===== config.mk =====
export PLATFORM = sky130hd
export DESIGN_NAME = gpio_mw_bank
export DESIGN_NICKNAME = d
export VERILOG_FILES = /design/src/rtl/gpio_mw_pkg.sv /design/src/rtl/gpio_mw_decode.sv /design/src/rtl/gpio_mw_sync.sv /design/src/rtl/gpio_mw_port.sv /design/src/rtl/gpio_mw_bank.sv
export SDC_FILE = /design/constraint.sdc
export NUM_CORES = 1
export LEC_CHECK = 0
export ABC_AREA = 1
export BUFFER_PORTS_ARGS = -buffer_cell sky130_fd_sc_hd__buf_2
export CORE_MARGIN = 4
export CORE_UTILIZATION = 51
export DETAILED_ROUTE_END_ITERATION = 16
export GPL_TIMING_DRIVEN = 0
export PLACE_DENSITY = 0.75
export SYNTH_ARGS = -nofsm -noshare
export SYNTH_HDL_FRONTEND = slang
export SYNTH_HIERARCHICAL = 1
export SYNTH_SLANG_ARGS = --single-unit

===== constraint.sdc =====
create_clock -name clk -period 1.6 [get_ports clk]
set_input_delay 0 -clock clk [delete_from_list [all_inputs] [get_ports clk]]
set_output_delay 0 -clock clk [all_outputs]
set_load 0.01 [all_outputs]

===== src/rtl/gpio_mw_pkg.sv =====
// Shared definitions for the masked-write GPIO bank.
// Assumes the register groups are spaced 0x10 apart with ports 4 bytes apart.
package gpio_mw_pkg;

    // Register group selected by an access.
    typedef enum logic [2:0] {
        GRP_CNF  = 3'd0,
        GRP_OE   = 3'd1,
        GRP_OUT  = 3'd2,
        GRP_IN   = 3'd3,
        GRP_NONE = 3'd4
    } grp_e;

    // Number of writable register kinds per port.
    localparam int NUM_WREGS = 3;

    // Apply a plain or masked write to an old register value.
    function automatic logic [7:0] apply_write(input logic [7:0] old_val,
                                               input logic [15:0] wd,
                                               input logic masked);
        logic [7:0] m;
        m = wd[15:8];
        if (masked)
            apply_write = (old_val & ~m) | (wd[7:0] & m);
        else
            apply_write = wd[7:0];
    endfunction

endpackage


===== src/rtl/gpio_mw_decode.sv =====
// Address decoder: splits a byte address into register group, port index
// and the masked-alias flag. Assumes MASK_OFS is a single power of two
// above the plain register range (0x00..0x3F).
module gpio_mw_decode
    import gpio_mw_pkg::*;
#(
    parameter int ADDR_W   = 8,
    parameter int PORTS    = 4,
    parameter int MASK_OFS = 'h80,
    localparam int PORT_W  = (PORTS > 1) ? $clog2(PORTS) : 1
) (
    input  logic [ADDR_W-1:0] addr,
    output grp_e              grp,
    output logic              masked,
    output logic [PORT_W-1:0] port
);

    localparam logic [ADDR_W-1:0] MASK_BITS = ADDR_W'(MASK_OFS);

    logic [ADDR_W-1:0] base;
    logic              in_range;
    logic [1:0]        grp_idx;
    logic [1:0]        port_raw;

    // Strip the alias bit and pick out the fields.
    always_comb begin
        base     = addr & ~MASK_BITS;
        masked   = |(addr & MASK_BITS);
        grp_idx  = base[5:4];
        port_raw = base[3:2];
        port     = PORT_W'(port_raw);
        in_range = (base[1:0] == 2'b00) && ((base >> 6) == '0) &&
                   (int'(port_raw) < PORTS);
    end

    // Map the group index to a register kind; the input has no alias.
    always_comb begin
        grp = GRP_NONE;
        if (in_range) begin
            case (grp_idx)
                2'd0:    grp = GRP_CNF;
                2'd1:    grp = GRP_OE;
                2'd2:    grp = GRP_OUT;
                default: grp = masked ? GRP_NONE : GRP_IN;
            endcase
        end
    end

endmodule


===== src/rtl/gpio_mw_sync.sv =====
// Two-flop synchroniser, one chain per bit. Assumes each input bit is
// independent; no multi-bit coherency is offered.
module gpio_mw_sync #(
    parameter int W      = 32,
    parameter int STAGES = 2
) (
    input  logic         clk,
    input  logic         rst_n,
    input  logic [W-1:0] d,
    output logic [W-1:0] q
);

    logic [W-1:0] chain [STAGES];

    genvar s;
    generate
        for (s = 0; s < STAGES; s++) begin : g_stage
            // Shift each bit one stage down the chain.
            always_ff @(posedge clk) begin
                if (!rst_n)
                    chain[s] <= '0;
                else if (s == 0)
                    chain[s] <= d;
                else
                    chain[s] <= chain[(s == 0) ? 0 : s-1];
            end
        end
    endgenerate

    assign q = chain[STAGES-1];

endmodule


===== src/rtl/gpio_mw_port.sv =====
// Register trio of one port: function select, direction and output value.
// Each register takes plain or masked writes. Assumes at most one
// write strobe is active per cycle.
module gpio_mw_port
    import gpio_mw_pkg::*;
#(
    parameter int PPP = 8
) (
    input  logic                 clk,
    input  logic                 rst_n,
    input  logic [NUM_WREGS-1:0] wr_en,
    input  logic                 masked,
    input  logic [2*PPP-1:0]     wdata,
    output logic [PPP-1:0]       cnf,
    output logic [PPP-1:0]       oe,
    output logic [PPP-1:0]       out
);

    logic [PPP-1:0] regs [NUM_WREGS];

    genvar r;
    generate
        for (r = 0; r < NUM_WREGS; r++) begin : g_reg
            // Update one register on its strobe, clearing it in reset.
            always_ff @(posedge clk) begin
                if (!rst_n)
                    regs[r] <= '0;
                else if (wr_en[r])
                    regs[r] <= PPP'(apply_write(8'(regs[r]), 16'(wdata), masked));
            end
        end
    endgenerate

    assign cnf = regs[0];
    assign oe  = regs[1];
    assign out = regs[2];

endmodule


===== src/rtl/gpio_mw_bank.sv =====
// One GPIO bank: bus decode, per-port register trios, input synchroniser
// and a registered read mux. Assumes one bus access per cycle with
// inputs stable across the clock edge.
module gpio_mw_bank
    import gpio_mw_pkg::*;
#(
    parameter int ADDR_W   = 8,
    parameter int DATA_W   = 32,
    parameter int PORTS    = 4,
    parameter int PPP      = 8,
    parameter int MASK_OFS = 'h80,
    localparam int PINS    = PORTS * PPP,
    localparam int PORT_W  = (PORTS > 1) ? $clog2(PORTS) : 1
) (
    input  logic              clk,
    input  logic              rst_n,
    input  logic              bus_sel,
    input  logic              bus_wr,
    input  logic [ADDR_W-1:0] bus_addr,
    input  logic [DATA_W-1:0] bus_wdata,
    output logic [DATA_W-1:0] bus_rdata,
    input  logic [PINS-1:0]   pin_in,
    output logic [PINS-1:0]   pin_out,
    output logic [PINS-1:0]   pin_oe
);

    grp_e              dec_grp;
    logic              dec_masked;
    logic [PORT_W-1:0] dec_port;
    logic [PINS-1:0]   in_sync;
    logic [PPP-1:0]    cnf_q [PORTS];
    logic [PPP-1:0]    oe_q  [PORTS];
    logic [PPP-1:0]    out_q [PORTS];
    logic [PPP-1:0]    rd_byte;

    gpio_mw_decode #(
        .ADDR_W   (ADDR_W),
        .PORTS    (PORTS),
        .MASK_OFS (MASK_OFS)
    ) i_decode (
        .addr   (bus_addr),
        .grp    (dec_grp),
        .masked (dec_masked),
        .port   (dec_port)
    );

    gpio_mw_sync #(
        .W      (PINS),
        .STAGES (2)
    ) i_sync (
        .clk   (clk),
        .rst_n (rst_n),
        .d     (pin_in),
        .q     (in_sync)
    );

    genvar p;
    generate
        for (p = 0; p < PORTS; p++) begin : g_port
            logic [NUM_WREGS-1:0] wr_en;
            logic                 sel_here;

            // Raise the write strobe of the addressed register in this port.
            always_comb begin
                sel_here = bus_sel && bus_wr && (int'(dec_port) == p);
                wr_en[0] = sel_here && (dec_grp == GRP_CNF);
                wr_en[1] = sel_here && (dec_grp == GRP_OE);
                wr_en[2] = sel_here && (dec_grp == GRP_OUT);
            end

            gpio_mw_port #(
                .PPP (PPP)
            ) i_port (
                .clk    (clk),
                .rst_n  (rst_n),
                .wr_en  (wr_en),
                .masked (dec_masked),
                .wdata  (bus_wdata[2*PPP-1:0]),
                .cnf    (cnf_q[p]),
                .oe     (oe_q[p]),
                .out    (out_q[p])
            );

            assign pin_out[p*PPP +: PPP] = out_q[p];
            assign pin_oe[p*PPP +: PPP]  = cnf_q[p] & oe_q[p];
        end
    endgenerate

    // Select the byte addressed by the current read.
    always_comb begin
        case (dec_grp)
            GRP_CNF: rd_byte = cnf_q[dec_port];
            GRP_OE:  rd_byte = oe_q[dec_port];
            GRP_OUT: rd_byte = out_q[dec_port];
            GRP_IN:  rd_byte = in_sync[dec_port*PPP +: PPP];
            default: rd_byte = '0;
        endcase
    end

    // Capture read data on a read request and hold it otherwise.
    always_ff @(posedge clk) begin
        if (!rst_n)
            bus_rdata <= '0;
        else if (bus_sel && !bus_wr)
            bus_rdata <= DATA_W'(rd_byte);
    end

endmodule


Word level (Yosys, flattened, before mapping):

Memories as Yosys holds them, arrays and structs flattened.
Cells that the tools add are included.

* bits of input ports: 76
* register bits: 8
* memories: 5
* RAM bits: 160
* word-level logic and storage cells: 187

* multiplexer cells: 101
* eq/ne operators: 8
* shift operators: 1
* reduce and logical (&&, ||, !) cells: 25
* magnitude comparators: 1
* bitwise gates (word level): 45

Memories
* i_sync.chain: depth 2, width 32, read ports 2, clocked after Yosys merged registers in 0, write ports 2, line gpio_mw_sync.sv:13 `logic [W-1:0] chain [STAGES];`
* g_port[0].i_port.regs: depth 3, width 8, read ports 3, clocked after Yosys merged registers in 0, write ports 3, line gpio_mw_port.sv:19 `logic [PPP-1:0] regs [NUM_WREGS];`
* g_port[1].i_port.regs: depth 3, width 8, read ports 3, clocked after Yosys merged registers in 0, write ports 3, line gpio_mw_port.sv:19
* g_port[2].i_port.regs: depth 3, width 8, read ports 3, clocked after Yosys merged registers in 0, write ports 3, line gpio_mw_port.sv:19
* g_port[3].i_port.regs: depth 3, width 8, read ports 3, clocked after Yosys merged registers in 0, write ports 3, line gpio_mw_port.sv:19

Operators by type and width (count)
* two-way mux 8 bit: 54
* AND 8 bit: 17
* bitwise OR 8 bit: 12
* two-way mux 32 bit: 2
* binary-select mux 8 bit (select 2 bit): 3
* two-way mux 1 bit: 38
* case mux 8 bit (4 select lines): 1
* variable part select 32 x 6 -> 8 bit: 1
* logical AND 1 bit: 19
* bitwise OR 1 bit: 14
* case mux 3 bit (3 select lines): 1
* logical NOT 8 bit: 1
* NOT 8 bit: 1
* == test 2 bit (second input constant): 3
* == test 3 x 2 -> 1 bit (second input constant): 2
* logical NOT 2 bit: 3
* two-way mux 3 bit: 2
* == test 2 x 1 -> 1 bit (second input constant): 2
* == test 3 x 1 -> 1 bit (second input constant): 1
* greater-or-equal comparator 3 bit (second input constant): 1
* logical NOT 3 bit: 1
* NOT 2 -> 3 bit: 1
* logical NOT 1 bit: 1

Depth between registers and ports, before layout:

Gate-level depths: netlist (run 1).

* depth in word-level cells: 9
* mapped depth: 12
* depth with buffers taken out: 11

By module:

Netlist (run 1), hierarchy kept.

Modules (own cells, without submodules)
* gpio_mw_port (g_port[0].i_port ...): cells an instance 145, instances 3, area an instance 1276.2 um^2
* gpio_mw_bank: cells an instance 511, instances 1, area an instance 2229.6 um^2
* gpio_mw_sync: cells an instance 199, instances 1, area an instance 1840.5 um^2
* gpio_mw_port (g_port[3].i_port): cells an instance 143, instances 1, area an instance 1229.9 um^2
* gpio_mw_decode: cells an instance 13, instances 1, area an instance 65.1 um^2

Worst setup path after synthesis (run 1):

No wires, ideal clock.

* path kind: input -> register
* start point: input bus_addr[1]
* end point: memory g_port[0].i_port.regs[1][0], enable pin
* stages: 9
* path slack: -0.025 ns
* setup time: 0.329 ns
* arrival: 1.296 ns
* buffers on the path: 0
* path through: nor2_2 -> nand2_1 -> nor2_1 -> inv_1 -> nor3_2 -> inv_1 -> nor2_1 -> inv_1 -> nand2_1

RTL lines
* start, declared: line gpio_mw_bank.sv:19 `input logic [ADDR_W-1:0] bus_addr,`
* end, declared: line gpio_mw_port.sv:19

==> flow_summary.yaml, run 1 <==
run_status:
  status: "finished clean"
floorplanning:
  io_pins: 172
  core-area_um2: 17480
  start_util_pct: 52.61
  die_x_um: 142.3
  dieArea_um2: 20240
  rows: 48
  fp.dieH_um: 142.3
detailed_routing:
  maxUsedRoutingLayer: "met5"
  drc: 0
  m1WireLength_um: 11050
  drt_iter0_drc: 871
  routedWlPerCell_um: 15.66
  met2WireLength_um: 12570
  wl_um: 27360
  ant_nets: 0
  vias: 8421
  drt-vias-per-instance: 4.820
  first_pass_iters: 7
  met3WireLength_um: 2506
synth:
  synth_common_cells: "nand2_1, inv_1, nor2_1, edfxtp_1, dfxtp_1"
  yosysSeqAreaShare_pct: 47.03
  synth_top_family_by_area: "simple AND/OR/NAND/NOR gates"
  synthTopCellsByArea: "edfxtp_1, nand2_1, dfxtp_1"
  synth-simple-area-share_pct: 36.47
  muxShareOfSynthArea_pct: 0
  syn_area_um2: 9194
  synth_top_area_share_pct: 31.36
  synth_ff_type: "edfxtp_1"
  netlist-cell-type-count: 23
  synth_xor_area_share_pct: 0
  synth_top_area_cell: "edfxtp_1"
  netlist_instances: 1301
  synth-compound-area-share_pct: 1.837
  syn_area_per_cell_um2: 7.067
  async_flop_share_pct: 0
  synth_fa_ha_area_share_pct: 0
  synthMostInstantiatedCell: "nand2_1"
  synth_seq_cells: 168
  yosys_warnings: 6
  synth_edf_count: 96
sta:
  period_needed_ns: 1.548
  worstMarginPinSlew_ns: 0.5771
  timing.fmax_mhz: 646.0
  finClkSkew_ns: 0.008681
  setup_viol: 0
  fin_crit_sh_pct: 96.75
  tns_ns: 0
  rsz0062_at_grt: "yes"
  slew-limit-headroom_pct: 61.53
  slew_viol_final: 0
  fin_ws_ns: 0.05202
  hold_viol: 0
run:
  maxCapViolations: 0
final_layout:
  nets: 1585
  antenna_cells: 0
  flow.area_growth_from_synthesis_pct: 22.14
  postLayoutCellArea_um2: 11230
  finalNonFillerCells: 1747
  layout-drive-gt1-share_pct: 18.99
critical_path:
  cp_max_fo: 8
  cp.required_ns: 1.68
  reg2reg_to: "bus_rdata[1]"
  r2r_start: "g_port[0].i_port/regs[1][1]"
  r2r_setup_slack_ns: 0.31
  worstSetupStartpointType: "input port"
  end_kind: "flop"
  cp-startpoint: "bus_wr"
  worstSetupEndpoint: "g_port[1].i_port/regs[0][4]"
  crit_arrival_ns: 1.63
  rr_worst_depth: 8
  crit_type: "input port to flop"
global_routing:
  grt_max_degree: 27
  antenna_found_initial: 1
  overflow: 0
  grtUsageTotal_pct: 26.55
  grt_pass1_wl_um: 40630
  grt_pass1_vias: 7731
placed_design:
  dpl-instance-area_um2: 10210
  dp_hpwl_um: 19770
  place_ws_ns: -0.8166
  dp_cells: 1678
  portBuffers: 129
  place.gp.congestion: 0.9774
pwr:
  power_density_nw_per_um2: 908.4
  total_power_uw: 10200
  irDropWorstVdd_v: 0.0007289
  p_leak_uw: 0.006336
min_path:
  hold_path_class: "input port to flop"
  holdPathStages: 3
cts:
  cts_tree: "built"
  cts_htree_levels: 4
  root_buffer: "clkbuf_16"
  clk_latency_ns: 0.43
  clock-sinks: 168
  cts_buffers: 17
  cts_buffer_depth: 2
  path_clk_slew_ns: 0.07
cell families (layout without fill, tap and decap cells):
| logic type | count (synthesis) | count (layout) |
|---|---|---|
| and+or+nand+nor | 825 | 825 |
| buffers and inverters | 280 | 478 |
| DFF | 168 | 168 |
| AOI/OAI and AO/OA | 27 | 27 |
| other | 1 | 24 |
metal layers:
metal	track usage [%]	vias to the layer above
met3	5.444	78
met1	34.35	3730
met2	42.91	392
met5	0	-
met4	12.32	2
li1	-	4219
critical path, stage by stage:
cell           delay (ns)
dlygate4sd3_1        0.52
buf_2                0.10
nand2_1              0.09
inv_1                0.18
nand3_1              0.15
nor2_1               0.19
inv_1                0.06
nand2_1              0.34
power breakdown:
| part | internal (µW) | total (µW) | leakage [µW] | switching, µW |
|---|---|---|---|---|
| combinational | 437 | 1210 | 0.00446 | 771 |
| sequential | 4720 | 4830 | 0.00158 | 111 |
| clock | 2230 | 4160 | 0.000299 | 1940 |
| total | 7380 | 10200 | 0.00634 | 2820 |
metrics by stage:
step,util [%],hold slack (ns)
after floorplan,-,0.09763
after global placement,58.40,0.1807
after detailed placement,58.40,0.1853
after CTS,64.08,0.04362
after global routing,64.25,0.05610
final,64.25,0.05882
cell usage in the layout, fill, tap and decap left out, drive strengths merged:
cell type,count
dlygate4sd3,33
a21oi,19
nand3,39
clkbuf,22
conb,24
clkinv,11
dfxtp,72
o21ai,8
buf,192
nand2,607
inv,220
edfxtp,96
nor3,4
nor2,175
registers in the layout, summed over array words and instances, names as in the netlist:
signal,cells
g_port.i_port/regs,96
bus_rdata,8
i_sync/chain,64
worst min path at each step:
stage,startpoint,to,slack (ns)
6_report,bus_wdata[2],g_port[2].i_port/regs[1][2],0.06
5_1_grt,bus_wdata[2],g_port[0].i_port/regs[1][2],0.06
4_1_cts,bus_wdata[2],g_port[2].i_port/regs[2][2],0.04
3_5_place_dp,pin_in[29],i_sync/chain[0][29],0.19
3_3_place_gp,pin_in[26],i_sync/chain[0][26],0.18
2_1_floorplan,pin_in[0],i_sync/chain[0][0],0.1
timing repair:
item                                   in CTS  in global routing
setup endpoints to repair                 161                108
endpoints found under the hold margin      33                  0
resized for setup                          11                  4
setup buffers                               2                  2
hold buffers                               33                  0
pin swaps                                   2                  1
layout make-up:
type                            instances  area (µm²)
Buffer                                 62       506.7
Clock buffer                           19       464.2
Clock inverter                         13       143.9
Fill cell                            1536        6247
Inverter                              218       837.1
Multi-Input combinational cell        876        3666
Sequential cell                       168        4324
Tap cell                              225       281.5
Timing Repair Buffer                  166        1006
No activity file was read; power rests on OpenSTA's default activity.
==> inputs of run 2 (changes only) <==
--- a/config.mk
+++ b/config.mk
@@ -8,11 +8,10 @@
 export ABC_AREA = 1
 export BUFFER_PORTS_ARGS = -buffer_cell sky130_fd_sc_hd__buf_2
 export CORE_MARGIN = 4
-export CORE_UTILIZATION = 51
+export CORE_UTILIZATION = 50
 export DETAILED_ROUTE_END_ITERATION = 16
 export GPL_TIMING_DRIVEN = 0
 export PLACE_DENSITY = 0.75
 export SYNTH_ARGS = -nofsm -noshare
 export SYNTH_HDL_FRONTEND = slang
-export SYNTH_HIERARCHICAL = 1
 export SYNTH_SLANG_ARGS = --single-unit
==> flow_summary.yaml, run 2 <==
pwr:
  total_power_uw: 9989
  power_density_nw_per_um2: 974.7
  p_sw_share_pct: 25.97
  pwr-share-seq_pct: 48.2
  power_switching_uw: 2594
  p_int_uw: 7395
  p_comb_share_pct: 10.5
  irDropWorstVdd_v: 0.0008380
  p_leak_uw: 0.005415
  p_clk_share_pct: 41.3
cts:
  path_clk_slew_ns: 0.06
  clock-sinks: 168
  root_buffer: "clkbuf_16"
  cts_tree: "built"
  cts_buffers: 17
  clk_latency_ns: 0.44
  cts_htree_levels: 4
  cts_buffer_depth: 2
  cts_setup_buffers: 0
final_layout:
  reg_top3: "g_port.i_port.regs: 96 flops, i_sync.chain: 64 flops, bus_rdata: 8 flops"
  layout_commonest_cell: "nand2_1"
  multi_input_area_um2: 3138
  layout-drive-gt1-share_pct: 21.42
  finalNonFillerCells: 1472
  largest_reg_flops: 96
  layout_common_cells: "nand2_1, buf_2, inv_1"
  seqCellArea_um2: 4324
  nets: 1319
  antenna_cells: 0
  regMostFlops: "g_port.i_port.regs"
  nFillCells: 1357
  flow.area_growth_from_synthesis_pct: 24.56
critical_path:
  r2r_setup_slack_ns: 0.28
  rr_worst_depth: 8
  worstSetupEndpoint: "g_port[2].i_port.regs[1][5]"
  worstSetupStartpointType: "input port"
  reg2reg_to: "bus_rdata[2]"
  crit_type: "input port to flop"
  cp-startpoint: "rst_n"
  end_kind: "flop"
  cp.required_ns: 1.69
  crit_arrival_ns: 1.70
  r2r_start: "g_port[1].i_port.regs[0][2]"
  cp_max_fo: 10
synth:
  yosys_warnings: 0
  synth_common_cells: "nand2_1, inv_1, nor2_1, edfxtp_1, dfxtp_1"
  synth_top_area_share_pct: 35.04
  netlist_instances: 1039
  synth_top_area_cell: "edfxtp_1"
  synthMostInstantiatedCell: "nand2_1"
  netlist-cell-type-count: 25
  yosysSeqAreaShare_pct: 52.55
  async_flop_share_pct: 0
  syn_area_um2: 8228
  synth_edf_count: 96
  syn_area_per_cell_um2: 7.919
  synth_seq_cells: 168
  synthTopCellsByArea: "edfxtp_1, nand2_1, dfxtp_1"
  synth_ff_type: "edfxtp_1"
detailed_routing:
  routedWlPerCell_um: 17.04
  drt-vias-per-instance: 5.120
  wl_um: 25080
  ant_nets: 0
  first_pass_iters: 7
  drc: 0
  vias: 7536
  drt_iter0_drc: 821
sta:
  period_needed_ns: 1.612
  worstMarginPinSlew_ns: 0.8936
  setup_viol: 15
  hold_viol: 0
  slew_viol_final: 0
  fin_crit_sh_pct: 100.7
  timing.fmax_mhz: 620.5
  slew-limit-headroom_pct: 40.43
  rsz0062_at_grt: "yes"
  finClkSkew_ns: 0.005111
  fin_ws_ns: -0.01159
  holdWs_ns: 0.01474
global_routing:
  grt_pass1_wl_um: 38080
  grt_max_degree: 17
  overflow: 0
  antenna_found_initial: 0
  grtUsageTotal_pct: 27.47
  grt_pass1_vias: 7268
run:
  maxCapViolations: 0
placed_design:
  place_ws_ns: -0.9295
  place.gp.congestion: 0.9643
  dp_cells: 1407
  portBuffers: 128
  dp_hpwl_um: 17580
floorplanning:
  rows: 46
  die_x_um: 136.3
  io_pins: 172
  core-area_um2: 16000
  start_util_pct: 51.42
  fp.dieH_um: 136.3
  dieArea_um2: 18570
run_status:
  status: "finished, violations left"
  violations: "negative setup slack"
min_path:
  hold_path_class: "input port to flop"
## run 2: changes by cell type in the layout (fill, tap and decap cells not counted), sizes merged
| cell | before | now |
|---|---|---|
| nand2 | 607 | 403 |
| inv | 220 | 138 |
| nor2 | 175 | 100 |
| clkbuf | 22 | 28 |
| nand3b | 0 | 1 |
| o21ai | 8 | 41 |
| bufinv | 0 | 1 |
| clkinv | 11 | 13 |
| clkinvlp | 0 | 1 |
| a211oi | 0 | 21 |
| nand3 | 39 | 13 |
| nor3 | 4 | 76 |
| buf | 192 | 187 |
| a21oi | 19 | 8 |
## run 2: worst max-delay path, cell delays in order
cell and delay (ns):
buf_2 0.24, buf_2 0.35, clkbuf_1 0.72, o21ai_2 0.39
## run 2: final cells by class
class                           instances  area share [%]
Clock inverter                         12           1.245
Timing Repair Buffer                  162           9.547
Clock buffer                           20           4.566
Tap cell                              216           2.637
Inverter                              141           5.189
Multi-Input combinational cell        687           30.62
Buffer                                 66           4.004
Sequential cell                       168           42.19
## run 2: worst min-delay path by stage
| stage | endpoint | slack (ns) | startpoint | depth (start not counted) |
|---|---|---|---|---|
| detailed placement | i_sync.chain[0][28] | 0.19 | pin_in[28] | 3 |
| floorplan | i_sync.chain[0][0] | 0.1 | pin_in[0] | 2 |
| global route | g_port[0].i_port.regs[0][1] | 0.03 | bus_wdata[1] | 3 |
| finish | g_port[0].i_port.regs[1][0] | 0.01 | bus_wdata[0] | 3 |
| CTS | g_port[0].i_port.regs[1][0] | 0.008 | bus_wdata[0] | 3 |
| global placement | i_sync.chain[0][30] | 0.18 | pin_in[30] | 3 |
## run 2: layer usage
metal	global-route usage (%)	part of all wire, %	vias to the layer above
li1	-	-	3617
met1	34.59	39	3351
met2	43.53	46	479
met3	7.328	11	89
met4	14.11	4.1	0
met5	0	0	-
## run 2: cell families (layout without fill, tap and decap cells)
logic type             after synthesis  count (layout)  synth area share, %
AND/OR/NAND/NOR                    593             593                31.05
buffers and inverters              207             401                11.45
flip-flops                         168             168                52.55
AO/OA/AOI/OAI                       70              70                4.897
other                                1              24              0.04558
## run 2: power groups by stage
stage               logic, µW  clock network [µW]  registers, µW
floorplan                 578                   0           4890
global placement          921                   0           4900
detailed placement        935                   0           4910
CTS                      1010                4130           4810
global route             1150                4310           4830
finish                   1050                4130           4810
## run 2: metrics by stage
step           area (µm²)  util [%]  setup TNS [ns]
2_1_floorplan        8314         -          -4.595
3_3_place_gp         9225     57.66          -66.65
3_5_place_dp         9233     57.70          -66.58
4_1_cts             10200     63.75        -0.05039
5_1_grt             10250     64.05          -1.676
6_report            10250     64.05         -0.1040
## run 2: repair_timing
item | in CTS | in global routing
resized for setup | 13 | 7
pin swaps | 0 | 0
endpoints found under the setup margin | 84 | 42
cloned | 0 | 0
hold buffers | 33 | 0
endpoints found under the hold margin | 34 | 0
==> inputs of run 3 (changes only) <==
--- a/config.mk
+++ b/config.mk
@@ -7,11 +7,15 @@
 export LEC_CHECK = 0
 export ABC_AREA = 1
 export BUFFER_PORTS_ARGS = -buffer_cell sky130_fd_sc_hd__buf_2
+export CELL_PAD_IN_SITES_DETAIL_PLACEMENT = 0
+export CELL_PAD_IN_SITES_GLOBAL_PLACEMENT = 1
 export CORE_MARGIN = 4
-export CORE_UTILIZATION = 50
+export CORE_UTILIZATION = 36
 export DETAILED_ROUTE_END_ITERATION = 16
 export GPL_TIMING_DRIVEN = 0
-export PLACE_DENSITY = 0.75
+export HOLD_SLACK_MARGIN = 0.1
+export PLACE_DENSITY = 0.74
+export REMOVE_ABC_BUFFERS = 1
 export SYNTH_ARGS = -nofsm -noshare
 export SYNTH_HDL_FRONTEND = slang
 export SYNTH_SLANG_ARGS = --single-unit
==> flow_summary.yaml, run 3 (same netlist as run 2, synthesis figures left out) <==
min_path:
  min_from: "bus_wdata[11]"
  hold_path_class: "input port to flop"
  holdPathStages: 3
detailed_routing:
  vias: 6995
  routedWlPerCell_um: 16.66
  drc: 0
  wl_um: 24810
  first_pass_iters: 5
  drt_iter0_drc: 579
  drt-vias-per-instance: 4.698
  ant_nets: 0
final_layout:
  layout_commonest_cell: "nand2_1"
  nFillCells: 2351
  layout_common_cells: "nand2_1, buf_2, inv_1"
  nets: 1267
  flow.area_growth_from_synthesis_pct: 23.17
  antenna_cells: 0
  largest_reg_flops: 96
  reg_top3: "g_port.i_port.regs: 96 flops, i_sync.chain: 64 flops, bus_rdata: 8 flops"
  postLayoutCellArea_um2: 10130
  layout-drive-gt1-share_pct: 19.35
  regMostFlops: "g_port.i_port.regs"
critical_path:
  crit_type: "input port to flop"
  worstSetupEndpoint: "g_port[2].i_port.regs[1][6]"
  r2r_start: "g_port[1].i_port.regs[2][6]"
  cp.required_ns: 1.67
  cp-startpoint: "bus_addr[1]"
  r2r_setup_slack_ns: 0.26
  crit_arrival_ns: 1.63
  worstSetupStartpointType: "input port"
  end_kind: "flop"
  rr_worst_depth: 8
  cp_max_fo: 13
  reg2reg_to: "bus_rdata[6]"
cts:
  clk_latency_ns: 0.43
  cts_tree: "built"
  root_buffer: "clkbuf_16"
  clock-sinks: 168
  cts_buffer_depth: 2
  cts_buffers: 17
  path_clk_slew_ns: 0.07
  cts_htree_levels: 4
floorplanning:
  io_pins: 172
  core-area_um2: 22570
  start_util_pct: 36.45
  rows: 55
  dieArea_um2: 25340
  die_x_um: 159.2
  fp.dieH_um: 159.2
sta:
  fin_crit_sh_pct: 97.53
  finClkSkew_ns: 0.007477
  rsz0062_at_grt: "yes"
  worstMarginPinSlew_ns: 1.185
  hold_viol: 0
  slew_viol_final: 0
  slew-limit-headroom_pct: 20.72
  timing.fmax_mhz: 640.8
  setup_viol: 0
  period_needed_ns: 1.561
placed_design:
  dpl-instance-area_um2: 8936
  portBuffers: 131
  place.gp.congestion: 0.8418
  dp_hpwl_um: 16410
global_routing:
  grtUsageTotal_pct: 19.40
  grt_pass1_wl_um: 37430
  grt_pass1_vias: 6472
  grt_max_degree: 90
  overflow: 0
  antenna_found_initial: 0
pwr:
  p_leak_uw: 0.005224
  power_density_nw_per_um2: 994.0
  irDropWorstVdd_v: 0.0006723
  total_power_uw: 10070
run:
  maxCapViolations: 0
run_status:
  status: "finished clean"
-- run 3: changes by cell type in the layout (fill, tap and decap cells not counted), sizes merged --
cell | previous run | this run
clkbuf | 28 | 18
inv | 138 | 137
dlygate4sd3 | 33 | 41
clkinv | 13 | 16
buf | 187 | 135
-- run 3: worst max-delay path: stages --
cell and delay (ns):
buf_2 0.09, nor2_1 0.13, nand3_1 0.18, nor2_4 0.42
inv_1 0.25, o21ai_2 0.55
-- run 3: worst min-delay path by stage --
stage / end / slack [ns]
2_1_floorplan: i_sync.chain[0][0] / 0.09
3_3_place_gp: i_sync.chain[0][18] / 0.18
3_5_place_dp: i_sync.chain[0][17] / 0.18
4_1_cts: g_port[2].i_port.regs[2][1] / 0.12
5_1_grt: g_port[2].i_port.regs[2][1] / 0.12
6_report: g_port[0].i_port.regs[0][3] / 0.08
-- run 3: where the power goes --
| part | switching (µW) | internal, µW |
|---|---|---|
| logic | 677 | 305 |
| registers | 88.4 | 4720 |
| clock network | 1950 | 2330 |
-- run 3: layout make-up --
class / instances / area, µm² / share of cell area [%]
Tap cell: 285 / 356.6 / 3.519
Multi-Input combinational cell: 687 / 3163 / 31.21
Sequential cell: 168 / 4324 / 42.67
Clock buffer: 18 / 450.4 / 4.444
Inverter: 141 / 541.8 / 5.346
Timing Repair Buffer: 176 / 1120 / 11.05
Clock inverter: 14 / 178.9 / 1.765
-- run 3: layer usage --
layer	track usage [%]	share of wire [%]
met5	0	0
met4	7.416	3.0
met3	3.779	7.1
met2	30.61	45
met1	26.52	44
-- run 3: timing repair --
action | in CTS | in global routing
hold endpoints to repair | 49 | 0
resized for setup | 38 | 8
hold buffers | 41 | 0
pin swaps | 2 | 1
endpoints found under the setup margin | 197 | 100
setup buffers | 1 | 1
-- run 3: stage by stage --
stage / worst slack [ns] / utilization (%) / std cells / TNS, ns / hold slack [ns]
floorplan: -0.4011 / - / 996 / -38.35 / 0.09345
global placement: -2.454 / 39.50 / 1412 / -297.15 / 0.1816
detailed placement: -1.836 / 39.59 / 1414 / -205.99 / 0.1828
CTS: -0.02778 / 44.75 / 1488 / -0.05955 / 0.1162
global route: -0.008631 / 44.90 / 1489 / -0.05398 / 0.1234
finish: 0.03945 / 44.90 / 1489 / 0 / 0.07683
